<file path="src/rtl/dual_intc_pkg.sv">
package dual_intc_pkg;

  localparam int MAX_W     = 32;
  localparam int ADDR_W    = 4;
  localparam int NUM_CLASS = 2;
  localparam int AGG_BIT   = 0;
  localparam int SWI_BIT   = 1;
  localparam int FIRST_SRC = 2;
  localparam int RSV_LO    = 15;
  localparam int RSV_HI    = 17;
  localparam int VIEW_W    = 5;

  typedef enum logic [ADDR_W-1:0] {
    OFS_N_RAW  = 4'd0,
    OFS_N_SET  = 4'd1,
    OFS_N_CLR  = 4'd2,
    OFS_N_STAT = 4'd3,
    OFS_F_RAW  = 4'd4,
    OFS_F_SET  = 4'd5,
    OFS_F_CLR  = 4'd6,
    OFS_F_STAT = 4'd7,
    OFS_SWI    = 4'd8,
    OFS_SEL    = 4'd9,
    OFS_VIEW   = 4'd10
  } reg_ofs_e;

  // Positions that carry a real peripheral line.
  function automatic logic [MAX_W-1:0] src_mask(input int n);
    logic [MAX_W-1:0] m;
    for (int k = 0; k < MAX_W; k++) begin
      m[k] = (k >= FIRST_SRC) && (k < n) && (k != RSV_LO) && (k != RSV_HI);
    end
    return m;
  endfunction

endpackage

</file>
<file path="src/rtl/intc_rst_sync.sv">
module intc_rst_sync #(
  parameter int STAGES = 2
) (
  input  logic clk,
  input  logic rst_ni,
  output logic rst_sync_no
);

  logic [STAGES-1:0] chain_q;
  logic [STAGES-1:0] chain_d;

  always_comb begin
    chain_d = {chain_q[STAGES-2:0], 1'b1};
  end

  always_ff @(posedge clk or negedge rst_ni) begin
    if (!rst_ni) chain_q <= '0;
    else         chain_q <= chain_d;
  end

  assign rst_sync_no = chain_q[STAGES-1];

endmodule

</file>
<file path="src/rtl/intc_class.sv">
module intc_class
  import dual_intc_pkg::*;
#(
  parameter int NUM_SRC = 20
) (
  input  logic               clk,
  input  logic               rst_ni,
  input  logic               set_we,
  input  logic               clr_we,
  input  logic [NUM_SRC-1:0] wdata,
  input  logic [NUM_SRC-1:0] raw_i,
  output logic [NUM_SRC-1:0] en_o,
  output logic [NUM_SRC-1:0] stat_o,
  output logic               req_o
);

  localparam logic [MAX_W-1:0]   MASK_FULL = src_mask(NUM_SRC);
  localparam logic [NUM_SRC-1:0] MASK      = MASK_FULL[NUM_SRC-1:0];
  localparam logic [NUM_SRC-1:0] SWI_ONE   = NUM_SRC'(1) << SWI_BIT;
  localparam logic [NUM_SRC-1:0] AGG_ONE   = NUM_SRC'(1) << AGG_BIT;

  logic [NUM_SRC-1:0] en_q, en_d;
  logic [NUM_SRC-1:0] body;
  logic               req_q, req_d;

  always_comb begin
    en_d = en_q;
    if (set_we)      en_d = en_q | (wdata & MASK);
    else if (clr_we) en_d = en_q & ~(wdata & MASK);
  end

  always_comb begin
    body   = raw_i & (en_q | SWI_ONE) & ~AGG_ONE;
    stat_o = {body[NUM_SRC-1:1], |body[NUM_SRC-1:1]};
    req_d  = |body;
  end

  always_ff @(posedge clk or negedge rst_ni) begin
    if (!rst_ni) begin
      en_q  <= '0;
      req_q <= 1'b0;
    end else begin
      en_q  <= en_d;
      req_q <= req_d;
    end
  end

  assign en_o  = en_q;
  assign req_o = req_q;

endmodule

</file>
<file path="src/rtl/intc_regif.sv">
module intc_regif
  import dual_intc_pkg::*;
#(
  parameter int NUM_SRC = 20,
  parameter int DATA_W  = 32,
  localparam int SEL_W  = $clog2(NUM_SRC)
) (
  input  logic                 clk,
  input  logic                 rst_ni,
  input  logic                 bus_en,
  input  logic                 bus_wr,
  input  logic [ADDR_W-1:0]    bus_addr,
  input  logic [DATA_W-1:0]    bus_wdata,
  input  logic [NUM_SRC-1:0]   src_i,
  input  logic [NUM_SRC-1:0]   n_en,
  input  logic [NUM_SRC-1:0]   f_en,
  input  logic [NUM_SRC-1:0]   n_stat,
  input  logic [NUM_SRC-1:0]   f_stat,
  output logic [NUM_SRC-1:0]   raw_o,
  output logic [NUM_CLASS-1:0] set_we_o,
  output logic [NUM_CLASS-1:0] clr_we_o,
  output logic                 swi_o,
  output logic [SEL_W-1:0]     sel_o,
  output logic [DATA_W-1:0]    bus_rdata
);

  localparam logic [MAX_W-1:0]   MASK_FULL = src_mask(NUM_SRC);
  localparam logic [NUM_SRC-1:0] MASK      = MASK_FULL[NUM_SRC-1:0];

  logic               wr_hit;
  logic               swi_q, swi_d;
  logic [SEL_W-1:0]   sel_q, sel_d;
  logic [NUM_SRC-1:0] raw_body;
  logic [VIEW_W-1:0]  view;
  logic [DATA_W-1:0]  rd_mux;
  logic               unused_src;

  assign wr_hit     = bus_en & bus_wr;
  assign unused_src = ^(src_i & ~MASK);

  // Raw view: peripheral lines where implemented, software bit at its slot.
  genvar k;
  for (k = 0; k < NUM_SRC; k++) begin : g_raw
    if (k == SWI_BIT) begin : g_swi
      assign raw_body[k] = swi_q;
    end else if (MASK[k]) begin : g_line
      assign raw_body[k] = src_i[k];
    end else begin : g_zero
      assign raw_body[k] = 1'b0;
    end
  end
  assign raw_o = {raw_body[NUM_SRC-1:1], |raw_body[NUM_SRC-1:1]};

  // Write strobes per class.
  always_comb begin
    set_we_o = '0;
    clr_we_o = '0;
    if (wr_hit) begin
      set_we_o[0] = (bus_addr == OFS_N_SET);
      set_we_o[1] = (bus_addr == OFS_F_SET);
      clr_we_o[0] = (bus_addr == OFS_N_CLR);
      clr_we_o[1] = (bus_addr == OFS_F_CLR);
    end
  end

  always_comb begin
    swi_d = swi_q;
    sel_d = sel_q;
    if (wr_hit && bus_addr == OFS_SWI) swi_d = bus_wdata[0];
    if (wr_hit && bus_addr == OFS_SEL && bus_wdata < DATA_W'(NUM_SRC))
      sel_d = bus_wdata[SEL_W-1:0];
  end

  always_ff @(posedge clk or negedge rst_ni) begin
    if (!rst_ni) begin
      swi_q <= 1'b0;
      sel_q <= '0;
    end else begin
      swi_q <= swi_d;
      sel_q <= sel_d;
    end
  end

  assign view = {f_stat[sel_q], n_stat[sel_q], f_en[sel_q], n_en[sel_q], raw_o[sel_q]};

  always_comb begin
    rd_mux = '0;
    case (bus_addr)
      OFS_N_RAW,
      OFS_F_RAW:  rd_mux = DATA_W'(raw_o);
      OFS_N_SET:  rd_mux = DATA_W'(n_en);
      OFS_N_STAT: rd_mux = DATA_W'(n_stat);
      OFS_F_SET:  rd_mux = DATA_W'(f_en);
      OFS_F_STAT: rd_mux = DATA_W'(f_stat);
      OFS_SWI:    rd_mux = DATA_W'(swi_q);
      OFS_SEL:    rd_mux = DATA_W'(sel_q);
      OFS_VIEW:   rd_mux = DATA_W'(view);
      default:    rd_mux = '0;
    endcase
  end

  assign bus_rdata = (bus_en && !bus_wr) ? rd_mux : '0;
  assign swi_o     = swi_q;
  assign sel_o     = sel_q;

endmodule

</file>
<file path="src/rtl/dual_intc.sv">
module dual_intc
  import dual_intc_pkg::*;
#(
  parameter int NUM_SRC = 20,
  parameter int DATA_W  = 32
) (
  input  logic              clk,
  input  logic              rst_n,
  input  logic              bus_en,
  input  logic              bus_wr,
  input  logic [ADDR_W-1:0] bus_addr,
  input  logic [DATA_W-1:0] bus_wdata,
  output logic [DATA_W-1:0] bus_rdata,
  input  logic [NUM_SRC-1:0] src_i,
  output logic              irq_o,
  output logic              fast_irq_o
);

  localparam int SEL_W = $clog2(NUM_SRC);

  logic                 rst_sync_n;
  logic [NUM_SRC-1:0]   raw_view;
  logic [NUM_CLASS-1:0] set_we, clr_we;
  logic [NUM_SRC-1:0]   en_all   [NUM_CLASS];
  logic [NUM_SRC-1:0]   stat_all [NUM_CLASS];
  logic [NUM_CLASS-1:0] req_all;
  logic [NUM_SRC-1:0]   n_en, f_en, n_stat, f_stat;
  logic                 swi_q;
  logic [SEL_W-1:0]     sel_q;

  intc_rst_sync #(.STAGES(2)) u_rst (
    .clk         (clk),
    .rst_ni      (rst_n),
    .rst_sync_no (rst_sync_n)
  );

  intc_regif #(.NUM_SRC(NUM_SRC), .DATA_W(DATA_W)) u_regif (
    .clk       (clk),
    .rst_ni    (rst_sync_n),
    .bus_en    (bus_en),
    .bus_wr    (bus_wr),
    .bus_addr  (bus_addr),
    .bus_wdata (bus_wdata),
    .src_i     (src_i),
    .n_en      (n_en),
    .f_en      (f_en),
    .n_stat    (n_stat),
    .f_stat    (f_stat),
    .raw_o     (raw_view),
    .set_we_o  (set_we),
    .clr_we_o  (clr_we),
    .swi_o     (swi_q),
    .sel_o     (sel_q),
    .bus_rdata (bus_rdata)
  );

  genvar c;
  for (c = 0; c < NUM_CLASS; c++) begin : g_class
    intc_class #(.NUM_SRC(NUM_SRC)) u_class (
      .clk    (clk),
      .rst_ni (rst_sync_n),
      .set_we (set_we[c]),
      .clr_we (clr_we[c]),
      .wdata  (bus_wdata[NUM_SRC-1:0]),
      .raw_i  (raw_view),
      .en_o   (en_all[c]),
      .stat_o (stat_all[c]),
      .req_o  (req_all[c])
    );
  end

  assign n_en       = en_all[0];
  assign f_en       = en_all[1];
  assign n_stat     = stat_all[0];
  assign f_stat     = stat_all[1];
  assign irq_o      = req_all[0];
  assign fast_irq_o = req_all[1];

endmodule

</file>
<file path="config.mk">
export PLATFORM = sky130hd
export DESIGN_NAME = dual_intc
export DESIGN_NICKNAME = d
export VERILOG_FILES = /design/src/rtl/dual_intc_pkg.sv /design/src/rtl/intc_rst_sync.sv /design/src/rtl/intc_class.sv /design/src/rtl/intc_regif.sv /design/src/rtl/dual_intc.sv
export SDC_FILE = /design/constraint.sdc
export NUM_CORES = 1
export LEC_CHECK = 0
export BUFFER_PORTS_ARGS = -buffer_cell sky130_fd_sc_hd__buf_2
export CAP_MARGIN = 20
export CORE_MARGIN = 2
export CORE_UTILIZATION = 49
export CTS_BUF_LIST = sky130_fd_sc_hd__clkbuf_4 sky130_fd_sc_hd__clkbuf_8 sky130_fd_sc_hd__clkbuf_16
export DETAILED_ROUTE_END_ITERATION = 7
export PLACE_DENSITY = 0.78
export RECOVER_POWER = 25
export SYNTH_ARGS = -nofsm -noshare
export SYNTH_HDL_FRONTEND = slang
export SYNTH_SLANG_ARGS = --single-unit
export TNS_END_PERCENT = 20
</file>
<file path="constraint.sdc">
create_clock -name clk -period 3.2 [get_ports clk]
set_clock_uncertainty 0.05 [all_clocks]
set_input_delay 0.96 -clock clk [delete_from_list [all_inputs] [get_ports clk]]
set_output_delay 0.96 -clock clk [all_outputs]
set_load 0.005 [all_outputs]
</file>
# Yosys cells after proc, flatten, opt, wreduce, memory -nomap -nowiden

Cells that the tools add are included.

Reduce and logical (&&, ||, !) cells: 12
Magnitude comparators: 2
Multiplexer cells: 18
Bitwise gates (word level): 8
Eq/ne operators: 10

Operators with widths:

| kind                | count |
|---|---|
| $pmux 20 s8         | 1 |
| $mux 20             | 5 |
| $and 20x20->20      | 4 |
| $or 20x20->20       | 2 |
| $reduce_or 19->1    | 2 |
| $lt 32x5->1 const B | 1 |
| $bmux 1 s5          | 5 |
| $not 20->20         | 1 |
| $reduce_or 17->1    | 1 |
| $eq 4x3->1 const B  | 4 |
| $eq 4x4->1 const B  | 3 |
| $eq 4x2->1 const B  | 2 |
| $lt 5x6->1 const B  | 1 |
| $mux 1              | 5 |
| $eq 4x1->1 const B  | 1 |
| $logic_and 1x1->1   | 4 |
| $logic_not 4->1     | 1 |
| $mux 2              | 2 |
| $reduce_bool 2->1   | 2 |
| $reduce_or 2->1     | 1 |
| $and 1x1->1         | 1 |
| $logic_not 1->1     | 1 |

Output and inout port bits: 34
Bits of input ports: 60
Logic and storage cells: 57
Register bits after elaboration: 50

# Longest topological paths before layout

Depth after elaboration: 7
Mapped depth: 9
Depth with buffers taken out: 6

# By module

Synthesis repeated with hierarchy kept, for this count alone.

Cells, all modules: 431
Area total of the unflattened synthesis: 4018.9 um2

Modules (own cells, without submodules):

| module        | times used | sequential area each (um2) | area each (um2) | cells an instance |
|---|---|---|---|---|
| intc_regif    | 1          | 150.1                      | 2220.9          | 260 |
| intc_class    | 2          | 425.4                      | 872.1           | 84 |
| intc_rst_sync | 1          | 50.0                       | 53.8            | 3 |

# Worst setup path after synthesis

Ideal clock, no wire load.

Path type: input-to-output
Start point: input port src_i[19]
End point: output port bus_rdata[0]
Path buffers: 1
Cell stages on the path: 7
Data arrival time: 2.203 ns
Path slack: -0.013 ns
Required time: 2.190 ns
Cell sequence: clkbuf_1 nor4_1 nand4_1 nor4_1 nor4_1 o311ai_2 o2111ai_1

Longest elaborated chain between the ends: 5
Elaborated cells on any way between the ends: 9
Classes of those cells: mux: 4; bitwise: 2; reduce/logical: 3

RTL lines:

| item                         | RTL line          | text |
|---|---|---|
| from (decl)                  | dual_intc.sv:14   | `input logic [NUM_SRC-1:0] src_i,` |
| $reduce_or 17->1             | intc_regif.sv:52  | `assign raw_o = {raw_body[NUM_SRC-1:1], \|raw_body[NUM_SRC-1:1]};` |
| $bmux 1 s5                   | intc_regif.sv:84  | `assign view = {f_stat[sel_q], n_stat[sel_q], f_en[sel_q], n_en[sel_q], raw_o[sel_q]};` |
| $mux 1 (implied by the code) | intc_regif.sv:84  |  |
| $pmux 20 s8 *                | intc_regif.sv:88  | `case (bus_addr)` |
| $mux 20 *                    | intc_regif.sv:102 | `assign bus_rdata = (bus_en && !bus_wr) ? rd_mux : '0;` |
| to (decl)                    | dual_intc.sv:13   | `output logic [DATA_W-1:0] bus_rdata,` |

Mark *: on every way between the ends. The rest lies on a longest branch, timed or not. The select of a mux whose other input is x is not followed.

# Worst setup path in the final report

Start point: input port src_i[4]
End point: output port bus_rdata[0]

Same word-level chain as after synthesis.

==> reports/summary.txt <==
mapped cell area = 0.00370 mm2
library cells used by synthesis = 64
CP Launch Type = input pin
core area = 0.00729 mm2
Avg Synthesized Cell Area = 8.20 um2
largest net degree at the start of global routing = 41
post-route cell area = 0.00495 mm2
hold buffer count at CTS = 0
max-slew violation count = 41
failing checks = capacitance limit, slew limit, setup timing
most frequent cells in the layout = nand2_1, buf_4, buf_2, dfrtp_1, a22o_1
io pins = 94
Async S/R FF share, synth = 1.00
Syn-to-layout area delta = 33.9%
clock sinks = 42
antenna violations before repair = 0
dpl cells = 674
Worst slew margin = -0.470
outcome = complete, but fails checks
area of placed instances = 0.00462 mm2
Pleak = 2.31 nW
total track usage = 0.324
Top FF cell, synth = dfrtp_1
worst hold path type = reg -> reg
fmax = 286 MHz
most common cell after layout, fill and taps aside = nand2_1
post-layout power = 0.00174 W
DIE HEIGHT = 90.9 um
Skew-Pair Late Insertion Delay = 300 ps
Yosys warnings = 0
final critical-path share of the clock period = 1.09
CP Data Required Time = 2190 ps
GP Congestion = 0.964
pre-CTS setup slack = -375 ps
Routed Wire Length = 13400 um
Avg WL per Cell = 19.5 um
CTS root buf = clkbuf_8
Seq cells post-synth = 42
Max Fanout on Critical Path = 3
CTS max path bufs = 2
vias in the first global route = 4169
port bufs = 75
max_cap viols = 1
Final ANT Viol Nets = 0
Period minus WS final = 3500 ps
n_diodes = 0
final setup fails = 8
detailed-route via count = 4335
WP data arrival = 2490 ps
Post-synth EDFFs = 0
Reg clk slew, reported paths = 90 ps
Chip Width = 90.9 um
DP HPWL = 9970 um
Via density = 6.32
RSZ-0062 raised after global routing = true
Worst Tran Pin Value = 2200 ps
layout cells sized above 1 = 0.370
Pre-antenna DRT Iters = 6
Final Non-Filler Cells = 686
final core occ = 0.679
CP Capture Type = output port
Rows = 31
TritonCTS clock tree = yes
Num CTS Buffers = 5
Final Hold Violating Endpoints = 0
Initial DRC Count = 533
peak supply drop = 0.248 mV
Post-Synthesis Cells = 451
sequential fraction of the synthesis area = 0.284
Die ar. = 0.00826 mm2
PwrDens = 351 mW/mm2
Crit Path Class = in -> out
worst setup margin = -298 ps
first-pass GRT wire length = 21500 um
GR Overflow Total = 0
initial cell density of the core = 0.507
CTS H-tree lvls = 2
final net count = 646
DRC Markers = 0
metal layers:
layer	routed length, um	vias to the layer above	track usage
met5	0	-	0
met2	6170	270	0.516
li1	-	1936	-
met3	1210	36	0.0526
met4	352	0	0.0960
met1	5630	2093	0.455
report_power, final:
group          internal [W]  switching (W)
sequential         0.000617       0.000155
clock              0.000230       0.000210
combinational      0.000277       0.000250
path summary, 6_finish.rpt:
path	endpoint	depth (start not counted)	slack, ps	start
max in group asynchronous	u_regif.sel_o[1]$_DFFE_PN0P_	1	760	u_rst.chain_q[1]$_DFF_PN0_
setup / recovery	bus_rdata[0]	8	-300	src_i[4]
setup reg to reg	u_regif.sel_o[1]$_DFFE_PN0P_	1	760	u_rst.chain_q[1]$_DFF_PN0_
hold reg to reg	u_rst.chain_q[1]$_DFF_PN0_	0	320	u_rst.chain_q[0]$_DFF_PN0_
min in group asynchronous	u_rst.chain_q[1]$_DFF_PN0_	1	370	rst_n
hold / removal	u_rst.chain_q[1]$_DFF_PN0_	0	320	u_rst.chain_q[0]$_DFF_PN0_
cells in the mapped netlist (all sizes together), types with 2 or more instances:
cell,number,area share
buf,36,0.062
mux2,8,0.028
o22ai,2,0.0034
nand2b,7,0.015
nand3b,2,0.0041
o21ai,14,0.019
a21oi,30,0.041
nor3,10,0.021
nand2,106,0.11
inv,8,0.0081
a31o,2,0.0047
a21o,18,0.037
o32ai,3,0.0071
o211ai,2,0.0041
a211oi,2,0.0041
nand4,10,0.017
a221oi,5,0.012
nor4,14,0.033
nor2b,3,0.0051
mux4,8,0.049
clkbuf,8,0.0081
nand3,9,0.012
conb,2,0.0020
dfrtp,42,0.28
or2,2,0.0034
a22oi,19,0.039
mux2i,8,0.022
o2bb2ai,2,0.0047
a32oi,2,0.0047
nor2,17,0.020
a22o,33,0.078
through the flow:
| step | setup TNS [ps] | hold WS, ps |
|---|---|---|
| finish | -968 | 321 |
| global route | -1900 | 331 |
| CTS | -984 | 276 |
| detailed placement | -2280 | 274 |
| global placement | -2090 | 263 |
| floorplan | 0 | 281 |
worst max-delay path, cell delays in order:
cell	delay, ps
buf_4	130
buf_6	110
mux4_2	470
a221oi_2	240
a21oi_1	80
o311ai_2	210
o2111ai_1	130
buf_2	150
cells by family (layout without fill, tap and decap cells):
family,after synthesis,in the layout,share of synthesized area
compound gates,144,144,0.283
xor+xnor,1,1,0.00237
buf+inv,52,175,0.0781
flops,42,42,0.284
mux,24,24,0.0987
other cells,2,15,0.00203
simple gates,186,186,0.251
final cells by class:
class                      instances  area (um2)
sequential                        42        1050
fill                             633        2340
inverter                           8        30.0
clock inverter                     3        40.0
timing repair buffer             159        1090
tap                               99         124
multi-input combinational        370        2550
clock buffer                       5        68.8
what timing repair did:
action	CTS	global route
resized for setup	28	20
pin swaps	14	15
buffers inserted	4	0
gates cloned	0	0
endpoints found under the setup margin	18	18
No activity file was read; power rests on OpenSTA's default activity.
